## src/rtl/iox_pkg.sv

```systemverilog
package iox_pkg;
  localparam int BYTE_W   = 8;
  localparam int STRAP_W  = 3;
  localparam int PREFIX_W = 4;
  localparam int CNT_W    = $clog2(BYTE_W + 1);

  typedef enum logic [2:0] {
    ST_IDLE,
    ST_ADDR,
    ST_ADDR_ACK,
    ST_WR,
    ST_WR_ACK,
    ST_RD,
    ST_RD_ACK,
    ST_HOLD
  } eng_state_t;
endpackage

```

## src/rtl/iox_sync.sv

```systemverilog
module iox_sync #(
  parameter int           W       = 1,
  parameter int           STAGES  = 2,
  parameter logic [W-1:0] RST_VAL = '0
) (
  input  logic         clk,
  input  logic         rst_n,
  input  logic [W-1:0] d,
  output logic [W-1:0] q
);
  logic [W-1:0] st [STAGES];

  for (genvar i = 0; i < STAGES; i++) begin : g_stage
    if (i == 0) begin : g_first
      always_ff @(posedge clk or negedge rst_n)
        if (!rst_n) st[0] <= RST_VAL;
        else        st[0] <= d;
    end else begin : g_next
      always_ff @(posedge clk or negedge rst_n)
        if (!rst_n) st[i] <= RST_VAL;
        else        st[i] <= st[i-1];
    end
  end

  assign q = st[STAGES-1];
endmodule

```

## src/rtl/iox_line_events.sv

```systemverilog
module iox_line_events (
  input  logic clk,
  input  logic rst_n,
  input  logic scl_s,
  input  logic sda_s,
  output logic scl_rise,
  output logic scl_fall,
  output logic start_ev,
  output logic stop_ev
);
  logic scl_p, sda_p;

  always_ff @(posedge clk or negedge rst_n)
    if (!rst_n) begin
      scl_p <= 1'b1;
      sda_p <= 1'b1;
    end else begin
      scl_p <= scl_s;
      sda_p <= sda_s;
    end

  assign scl_rise = scl_s & ~scl_p;
  assign scl_fall = ~scl_s & scl_p;
  // data edges while the clock stays high mark bus conditions
  assign start_ev = scl_s & scl_p & sda_p & ~sda_s;
  assign stop_ev  = scl_s & scl_p & ~sda_p & sda_s;
endmodule

```

## src/rtl/iox_bus_engine.sv

```systemverilog
module iox_bus_engine
  import iox_pkg::*;
#(
  parameter logic [PREFIX_W-1:0] ADDR_PREFIX   = 4'b0100,
  parameter bit                  STRAP_REVERSE = 1'b0
) (
  input  logic               clk,
  input  logic               rst_n,
  input  logic               scl_s,
  input  logic               sda_s,
  input  logic               scl_rise,
  input  logic               scl_fall,
  input  logic               start_ev,
  input  logic               stop_ev,
  input  logic [STRAP_W-1:0] strap,
  input  logic [BYTE_W-1:0]  in_latch,
  output logic [BYTE_W-1:0]  rx_byte,
  output logic               ld_dir,
  output logic               ld_out,
  output logic               ld_in,
  output logic               sda_oe
);
  localparam logic [CNT_W-1:0] FULL = CNT_W'(BYTE_W);

  logic [STRAP_W-1:0] strap_ord;
  if (STRAP_REVERSE) begin : g_rev
    for (genvar i = 0; i < STRAP_W; i++) begin : g_bit
      assign strap_ord[i] = strap[STRAP_W-1-i];
    end
  end else begin : g_fwd
    assign strap_ord = strap;
  end

  logic [BYTE_W-2:0] my_addr;
  assign my_addr = {ADDR_PREFIX, strap_ord};

  eng_state_t       state;
  logic [CNT_W-1:0] bit_cnt;
  logic [BYTE_W-1:0] rx_q, tx_q;
  logic             rw_q, idx_q, mack_q;

  always_ff @(posedge clk or negedge rst_n) begin
    if (!rst_n) begin
      state   <= ST_IDLE;
      bit_cnt <= '0;
      rx_q    <= '0;
      tx_q    <= '0;
      rw_q    <= 1'b0;
      idx_q   <= 1'b0;
      mack_q  <= 1'b0;
      sda_oe  <= 1'b0;
    end else if (start_ev) begin
      state   <= ST_ADDR;
      bit_cnt <= '0;
      sda_oe  <= 1'b0;
    end else if (stop_ev) begin
      state   <= ST_IDLE;
      bit_cnt <= '0;
      sda_oe  <= 1'b0;
    end else begin
      case (state)
        ST_ADDR, ST_WR: begin
          if (scl_rise && bit_cnt < FULL) begin
            rx_q    <= {rx_q[BYTE_W-2:0], sda_s};
            bit_cnt <= bit_cnt + 1'b1;
          end else if (scl_fall && bit_cnt == FULL) begin
            if (state == ST_ADDR) begin
              if (rx_q[BYTE_W-1:1] == my_addr) begin
                sda_oe <= 1'b1;
                rw_q   <= rx_q[0];
                idx_q  <= 1'b0;
                state  <= ST_ADDR_ACK;
              end else begin
                state  <= ST_IDLE;
              end
            end else begin
              sda_oe <= 1'b1;
              idx_q  <= 1'b1;
              state  <= ST_WR_ACK;
            end
          end
        end
        ST_ADDR_ACK: begin
          if (scl_fall) begin
            bit_cnt <= '0;
            if (rw_q) begin
              tx_q   <= in_latch;
              sda_oe <= ~in_latch[BYTE_W-1];
              state  <= ST_RD;
            end else begin
              sda_oe <= 1'b0;
              state  <= ST_WR;
            end
          end
        end
        ST_WR_ACK: begin
          if (scl_fall) begin
            sda_oe  <= 1'b0;
            bit_cnt <= '0;
            state   <= ST_WR;
          end
        end
        ST_RD: begin
          if (scl_rise && bit_cnt < FULL) begin
            bit_cnt <= bit_cnt + 1'b1;
          end else if (scl_fall) begin
            if (bit_cnt == FULL) begin
              sda_oe <= 1'b0;
              state  <= ST_RD_ACK;
            end else begin
              tx_q   <= {tx_q[BYTE_W-2:0], 1'b0};
              sda_oe <= ~tx_q[BYTE_W-2];
            end
          end
        end
        ST_RD_ACK: begin
          if (scl_rise) begin
            mack_q <= ~sda_s;
          end else if (scl_fall) begin
            if (mack_q) begin
              bit_cnt <= '0;
              tx_q    <= in_latch;
              sda_oe  <= ~in_latch[BYTE_W-1];
              state   <= ST_RD;
            end else begin
              state   <= ST_HOLD;
            end
          end
        end
        default: ;
      endcase
    end
  end

  logic byte_done_wr;
  assign byte_done_wr = (state == ST_WR) && scl_fall && (bit_cnt == FULL);
  assign ld_dir  = byte_done_wr && !idx_q;
  assign ld_out  = byte_done_wr && idx_q;
  assign ld_in   = scl_rise && ((state == ST_ADDR_ACK && rw_q) ||
                                (state == ST_RD_ACK && !sda_s));
  assign rx_byte = rx_q;

  // slave only starts pulling SDA while the clock is low
  assert_ack_on_low_R3: assert property (@(posedge clk) disable iff (!rst_n)
    $rose(sda_oe) |-> !scl_s);
  // a START rearms the bit counter and frees the line
  assert_start_rearm_R2: assert property (@(posedge clk) disable iff (!rst_n)
    start_ev |=> (bit_cnt == '0 && !sda_oe));
  // register loads only at the falling clock that closes a whole byte
  assert_write_strobe_edge_R10: assert property (@(posedge clk) disable iff (!rst_n)
    (ld_dir || ld_out) |-> (scl_fall && !rw_q));
  // pin capture happens only in a read transaction
  assert_capture_read_R8: assert property (@(posedge clk) disable iff (!rst_n)
    ld_in |-> rw_q);
endmodule

```

## src/rtl/i2c_port_expander.sv

```systemverilog
module i2c_port_expander
  import iox_pkg::*;
#(
  parameter logic [PREFIX_W-1:0] ADDR_PREFIX   = 4'b0100,
  parameter bit                  STRAP_REVERSE = 1'b0,
  parameter int                  SYNC_STAGES   = 2
) (
  input  logic               clk,
  input  logic               rst_n,
  input  logic               scl_i,
  input  logic               sda_i,
  output logic               sda_oe,
  input  logic [STRAP_W-1:0] cs_strap,
  input  logic [BYTE_W-1:0]  port_in,
  output logic [BYTE_W-1:0]  port_out,
  output logic [BYTE_W-1:0]  port_oe
);
  logic [1:0]        bus_s;
  logic [BYTE_W-1:0] pin_s;
  logic scl_rise, scl_fall, start_ev, stop_ev;
  logic ld_dir, ld_out, ld_in;
  logic [BYTE_W-1:0] rx_byte, dir_q, out_q, in_q;

  iox_sync #(.W(2), .STAGES(SYNC_STAGES), .RST_VAL(2'b11)) u_bus_sync (
    .clk(clk), .rst_n(rst_n), .d({scl_i, sda_i}), .q(bus_s));

  iox_sync #(.W(BYTE_W), .STAGES(SYNC_STAGES), .RST_VAL('0)) u_pin_sync (
    .clk(clk), .rst_n(rst_n), .d(port_in), .q(pin_s));

  iox_line_events u_events (
    .clk(clk), .rst_n(rst_n), .scl_s(bus_s[1]), .sda_s(bus_s[0]),
    .scl_rise(scl_rise), .scl_fall(scl_fall),
    .start_ev(start_ev), .stop_ev(stop_ev));

  iox_bus_engine #(.ADDR_PREFIX(ADDR_PREFIX), .STRAP_REVERSE(STRAP_REVERSE)) u_engine (
    .clk(clk), .rst_n(rst_n), .scl_s(bus_s[1]), .sda_s(bus_s[0]),
    .scl_rise(scl_rise), .scl_fall(scl_fall),
    .start_ev(start_ev), .stop_ev(stop_ev),
    .strap(cs_strap), .in_latch(in_q), .rx_byte(rx_byte),
    .ld_dir(ld_dir), .ld_out(ld_out), .ld_in(ld_in), .sda_oe(sda_oe));

  always_ff @(posedge clk or negedge rst_n)
    if (!rst_n) begin
      dir_q <= '0;
      out_q <= '0;
      in_q  <= '0;
    end else begin
      if (ld_dir) dir_q <= rx_byte;
      if (ld_out) out_q <= rx_byte;
      if (ld_in)  in_q  <= pin_s;
    end

  assign port_oe  = dir_q;
  assign port_out = out_q;

  assert_reset_input_R1: assert property (@(posedge clk)
    !rst_n |=> (port_oe == '0));
  assert_dir_hold_R7: assert property (@(posedge clk) disable iff (!rst_n)
    !ld_dir |=> $stable(port_oe));
  assert_out_hold_R10: assert property (@(posedge clk) disable iff (!rst_n)
    !ld_out |=> $stable(port_out));
  assert_one_strobe_R6: assert property (@(posedge clk) disable iff (!rst_n)
    $onehot0({ld_dir, ld_out, ld_in}));
endmodule

```

## config.mk

```make
export PLATFORM = sky130hd
export DESIGN_NAME = i2c_port_expander
export DESIGN_NICKNAME = d
export VERILOG_FILES = /design/src/rtl/iox_pkg.sv /design/src/rtl/iox_sync.sv /design/src/rtl/iox_line_events.sv /design/src/rtl/iox_bus_engine.sv /design/src/rtl/i2c_port_expander.sv
export SDC_FILE = /design/constraint.sdc
export NUM_CORES = 1
export LEC_CHECK = 0
export ABC_AREA = 1
export BUFFER_PORTS_ARGS = -buffer_cell sky130_fd_sc_hd__buf_2
export CORE_ASPECT_RATIO = 0.8
export CORE_MARGIN = 2
export CORE_UTILIZATION = 58
export CTS_CLUSTER_DIAMETER = 50
export DETAILED_ROUTE_END_ITERATION = 10
export PLACE_DENSITY = 0.87
export SLEW_MARGIN = 20
export SYNTH_ARGS = -nofsm -noshare
export SYNTH_HDL_FRONTEND = slang
export SYNTH_SLANG_ARGS = --single-unit
```

## constraint.sdc

```tcl
create_clock -name clk -period 2.04 [get_ports clk]
set_input_delay 0.612 -clock clk [delete_from_list [all_inputs] [get_ports clk]]
set_output_delay 0.612 -clock clk [all_outputs]
set_load 0.1 [all_outputs]
```

# Word-level counts from Yosys, hierarchy flattened

Index checks and enable logic that the tools add are counted.

Register bits after elaboration: 72
Word-level logic and storage cells: 142
Input port bits: 15
Output and inout port bits: 17

Bitwise operators: 16
Reduce and logical (&&, ||, !) cells: 26
Eq/ne operators: 30
Multiplexer cells: 51
Magnitude comparators: 1
$add $sub $neg: 1

Operators by type and width:

| cell                                                   | number |
|---|---|
| 2-to-1 mux 7 bit                                       | 8 |
| 2-to-1 mux 3 bit                                       | 13 |
| 2-to-1 mux 4 bit                                       | 7 |
| inequality test 4 x 3 -> 1 bit (second input constant) | 7 |
| AND reduction 11 bit                                   | 2 |
| case mux 7 bit (3 select lines)                        | 1 |
| 2-to-1 mux 1 bit                                       | 17 |
| case mux 3 bit (5 select lines)                        | 1 |
| inequality test 4 bit (second input constant)          | 3 |
| case mux 4 bit (3 select lines)                        | 1 |
| AND reduction 6 bit                                    | 2 |
| inequality test 2 x 1 -> 1 bit (second input constant) | 5 |
| AND reduction 10 bit                                   | 1 |
| equality test 3 bit (second input constant)            | 3 |
| logical AND 1 bit                                      | 9 |
| NOT 1 bit                                              | 9 |
| inequality test 2 bit (second input constant)          | 4 |
| inequality test 4 x 1 -> 1 bit (second input constant) | 2 |
| AND reduction 4 bit                                    | 2 |
| AND 1 bit                                              | 7 |
| equality test 7 x 6 -> 1 bit                           | 1 |
| AND reduction 7 bit                                    | 1 |
| nonzero test 7 bit                                     | 1 |
| equality test 3 x 2 -> 1 bit (second input constant)   | 2 |
| other kinds (13)                                       | 16 |

# Longest topological paths before layout

Depth in word-level cells: 8
Gate-level depth with buffers: 11
Depth with buffers taken out: 11

# Hierarchy

A second synthesis with hierarchy kept.

Cells, all modules: 400
Area, all modules: 3286.9 um2

Modules (own cells, without submodules):

| module                 | cells each | sequential area each (um2) | area each (um2) | times used |
|---|---|---|---|---|
| iox_bus_engine         | 255        | 650.6                      | 1696.6          | 1 |
| i2c_port_expander      | 102        | 600.6                      | 915.9           | 1 |
| iox_sync at u_pin_sync | 24         | 400.4                      | 460.4           | 1 |
| iox_sync at u_bus_sync | 6          | 105.1                      | 120.1           | 1 |
| iox_line_events        | 13         | 52.6                       | 93.8            | 1 |

# Least setup slack after synthesis

OpenSTA, ideal clock, no wires.

Kind: flip-flop to output port
Start: register dir_q[0], in the netlist port_oe[0]
End: output port_oe[0]
Data arrival time: 0.898 ns
Cell stages (with the launch flop): 1
Data required time: 1.428 ns
Setup slack: 0.530 ns
Path buffers: 0
Cells stage by stage: dfrtp_1

RTL lines:

| what                     | line                    | RTL |
|---|---|---|
| start: declaration       | i2c_port_expander.sv:22 | `logic [BYTE_W-1:0] rx_byte, dir_q, out_q, in_q;` |
| start signal: assignment | i2c_port_expander.sv:48 | `if (ld_dir) dir_q <= rx_byte;` |
| end: declaration         | i2c_port_expander.sv:16 | `output logic [BYTE_W-1:0] port_oe` |

No word-level cell between the ends.

# Worst setup path in the final report

Start: register u_engine.state[1]
End: register u_engine.tx_q[1]

Longest elaborated chain between the ends: 3
Elaborated cells on any way between the ends: 14
Classes of those cells: eq/ne (11); mux (1); reduce/logical (2)

Ends and longest elaborated chain:

| what                                                                       | line                  | RTL |
|---|---|---|
| start: declaration                                                         | iox_bus_engine.sv:37  | `eng_state_t state;` |
| start signal: assignment                                                   | iox_bus_engine.sv:44  | `state <= ST_IDLE;` |
| start signal: assignment                                                   | iox_bus_engine.sv:53  | `state <= ST_ADDR;` |
| start signal: assignment                                                   | iox_bus_engine.sv:57  | `state <= ST_IDLE;` |
| equality test 3 x 2 -> 1 bit / equality test 3 bit (equally long branches) | iox_bus_engine.sv:61  | `case (state)` |
| inequality test 2 x 1 -> 1 bit (no line) (tied with other cells)           | -                     |  |
| AND reduction 11 bit (no line)                                             | -                     |  |
| end signal: assignment                                                     | iox_bus_engine.sv:87  | `tx_q <= in_latch;` |
| end signal: assignment                                                     | iox_bus_engine.sv:111 | `tx_q <= {tx_q[BYTE_W-2:0], 1'b0};` |
| end signal: assignment                                                     | iox_bus_engine.sv:122 | `tx_q <= in_latch;` |
| end: declaration                                                           | iox_bus_engine.sv:39  | `logic [BYTE_W-1:0] rx_q, tx_q;` |

Several ways; a longest one is shown, not always the timed one.
A chain may end at the register's enable or synchronous reset.

==> impl_metrics.yaml <==
run_status:
  status: "complete, no violations"
setup_path:
  path_class: "flop to flop"
  crit_chain: "inv_2 > nand3_4 > a21oi_2 > nand4_2 > nand2_2 > o21ai_2"
  crit_required_ns: 2.27
  r2r_setup_slack_ns: 0.25
  cp-end-kind: "flop"
  critPathBufInv: 1
  crit_family: "simple AND/OR/NAND/NOR gates"
  critPathSlowestCell: "dfrtp_1"
  arrival_ns: 2.02
  path_max_fanout: 14
  crit_path_max_incr_delay_ns: 0.47
  start_kind: "flop"
synthesis:
  ys_ff_latch: 72
  synth.largest_area_cell: "dfrtp_1"
  syn-cell-area_um2: 3250
  yosysWarningCount: 0
  synth_nets: 348
  yosysSeqAreaShare_pct: 55.6
  yosysUniqueCellTypes: 35
  netlist.area_leader.share_pct: 50.7
  synth_cells: 331
  yosys-top-cells-area: "dfrtp_1 (51%), nand2_1 (10%), o21ai_2 (6.2%)"
  postSynthAreaPerCell_um2: 9.83
route:
  finalWirelength_um: 6150
  top_layer: "met4"
  postRouteAntennaNets: 0
  drc: 0
  wl_met1_um: 2660
  wl_per_cell_um: 13.6
  dr.pass1.iters: 4
  vias: 2343
  met3_length_um: 346
  via_per_inst: 5.17
  drt_iter0_markers: 183
  wl_met2_um: 3020
clock_network:
  cts_tree: "yes"
  cts_hold_buf: 0
  cts_root_buf: "clkbuf_8"
  cts.sinks: 72
  clkTransAtPathRegs_ns: 0.08
  htreeDepth: 3
  clock_path_buffers: 2
  numCtsBuffers: 9
  cts_resized: 0
  post_cts.repair.setup_buffers: 0
  clk_latency_ns: 0.35
run:
  max_cap_viol_count: 0
global_routing:
  gr-usage-all-layers_pct: 23.0
  grt_pass1_vias: 2297
  grt_first_pass_wirelength_um: 10700
  grt_antenna_before_repair: 0
  grt_max_degree: 23
  grt-ovfl-total: 0
die:
  ios: 32
  initial_core_util_pct: 59.9
  core_um2: 5440
  die_area_um2: 6230
  die_h_um: 71
  num_rows: 24
  die_x_um: 87.8
sta:
  worst_slew_pin_slew_ns: 0.528
  clock.fmax_mhz: 559
  relSlewSlack_pct: 64.8
  min_period_ns: 1.79
  finalSetupViolCount: 0
  fin_setup_tns_ns: 0
  finClkSkew_ns: 0.00656
  rsz0062_at_grt: "no"
  maxSlewViolCount: 0
  finalHoldViolations: 0
  min_period_over_period_pct: 87.7
cells_and_area:
  nNetsFinal: 387
  finish.utilization_pct: 68.0
  area_growth_pct: 13.6
  drive_gt1_share_pct: 30.7
  insertedDiodeCount: 0
pwr:
  ir_worst_vdd_mv: 0.748
  p_leak_uw: 0.00191
  power_density_nw_per_um2: 1190
place:
  dp_hpwl_um: 4280
  place_congestion: 0.914
  port_buffers: 31
worst_hold_path:
  hp-class: "input port to asynchronous set/reset pin"
-- synthesized netlist by cell type --
library cell / count
nand2_1: 89
dfrtp_1: 66
inv_1: 35
o21ai_2: 23
nor2_1: 16
o21ai_1: 12
o21ai_0: 11
nand3_1: 10
nand2_2: 8
dfstp_2: 6
inv_2: 6
mux2i_1: 6
buf_6: 5
nor2_2: 5
nand4_1: 4
a21oi_1: 3
nor2_4: 3
buf_4: 2
ha_1: 2
nand3_4: 2
nor3_1: 2
nor3_4: 2
a21oi_2: 1
a22o_1: 1
a32oi_2: 1
buf_2: 1
inv_4: 1
nand3_2: 1
nand3b_4: 1
nand4_2: 1
nor2_8: 1
nor3_2: 1
o211ai_1: 1
o21a_1: 1
xnor2_1: 1
-- layout make-up --
cell class	count	area, um2
Clock buffer	9	124
Clock inverter	7	80.1
Fill cell	411	1740
Inverter	42	160
Multi-Input combinational cell	209	1210
Sequential cell	72	1810
Tap cell	78	97.6
Timing Repair Buffer	36	218
-- per-layer routing --
metal / GRT usage, % / up-vias
met1: 31.3 / 1122
met2: 35.0 / 65
met3: 6.30 / 15
met4: 9.57 / 0
met5: 0 / -
li1: - / 1141
-- logic make-up after synthesis --
family | share of synthesized area (%)
AOI/OAI and AO/OA | 11.7
muxes | 1.85
DFF | 55.6
xor gates and xnor gates | 0.269
and+or+nand+nor | 22.6
adders and majority gates | 0.769
buffers and inverters | 7.27
-- per-stage QoR --
stage / instance area, um2 / power, uW / hold WS (ns) / std cells / setup slack, ns
after floorplan: 3250 / 2990 / 0.316 / 331 / 0.530
after global placement: 3490 / 3190 / 0.332 / 437 / 0.325
after detailed placement: 3490 / 3250 / 0.337 / 437 / 0.275
after CTS: 3700 / 4420 / 0.234 / 453 / 0.239
after global routing: 3700 / 4690 / 0.264 / 453 / 0.0622
final: 3700 / 4400 / 0.225 / 453 / 0.251
-- registers in the layout, indices dropped and copies added (netlist names), 2 cells and up --
name              cells
u_engine.tx_q         7
u_bus_sync.q          2
u_engine.state        3
u_pin_sync.q          8
u_bus_sync.st         2
u_pin_sync.st         8
u_engine.bit_cnt      4
port_out              8
in_q                  8
u_engine.rx_byte      8
port_oe               8
-- worst reg2reg max path: cells and delay by family (launching register included) --
family	cells	cell delay, ns
buffers and inverters	1	0.17
AO/OA/AOI/OAI	2	0.25
flip-flops	1	0.47
AND/OR/NAND/NOR	3	0.77
-- power breakdown --
part | switching (uW) | internal (uW) | total [uW]
combinational | 881 | 452 | 1330
sequential | 222 | 1690 | 1920
clock | 574 | 579 | 1150
-- worst paths after layout --
kind                                               start                              end  depth (start not counted)
setup / recovery           u_engine.state[1]$_DFFE_PN0P_     u_engine.tx_q[1]$_DFFE_PN0P_                          6
hold / removal                                     rst_n  u_engine.bit_cnt[2]$_DFFE_PN0P_                          1
setup reg to reg           u_engine.state[1]$_DFFE_PN0P_     u_engine.tx_q[1]$_DFFE_PN0P_                          6
hold reg to reg               u_pin_sync.st[9]$_DFF_PN0_        u_pin_sync.q[1]$_DFF_PN0_                          0
max in group asynchronous                          rst_n          port_out[1]$_DFFE_PN0P_                          2
min in group clk              u_pin_sync.st[9]$_DFF_PN0_        u_pin_sync.q[1]$_DFF_PN0_                          0
-- cell usage in the layout (no fill, tap or decap), types with 2 or more instances in the layout --
cell / n
nand2_1: 89
buf_4: 3
nor2_2: 5
buf_2: 31
nor2_4: 3
clkinv_4: 2
nor2_1: 16
o21ai_0: 11
nor3_1: 2
inv_1: 35
nand3_1: 10
nand4_1: 4
mux2i_1: 6
nand2_2: 8
nor3_4: 2
nand3_4: 2
o21ai_1: 12
inv_2: 6
o21ai_2: 23
a21oi_1: 3
dfstp_2: 6
clkbuf_8: 9
dfrtp_1: 66
buf_12: 2
ha_1: 2
(Power assumes the default switching activity.)
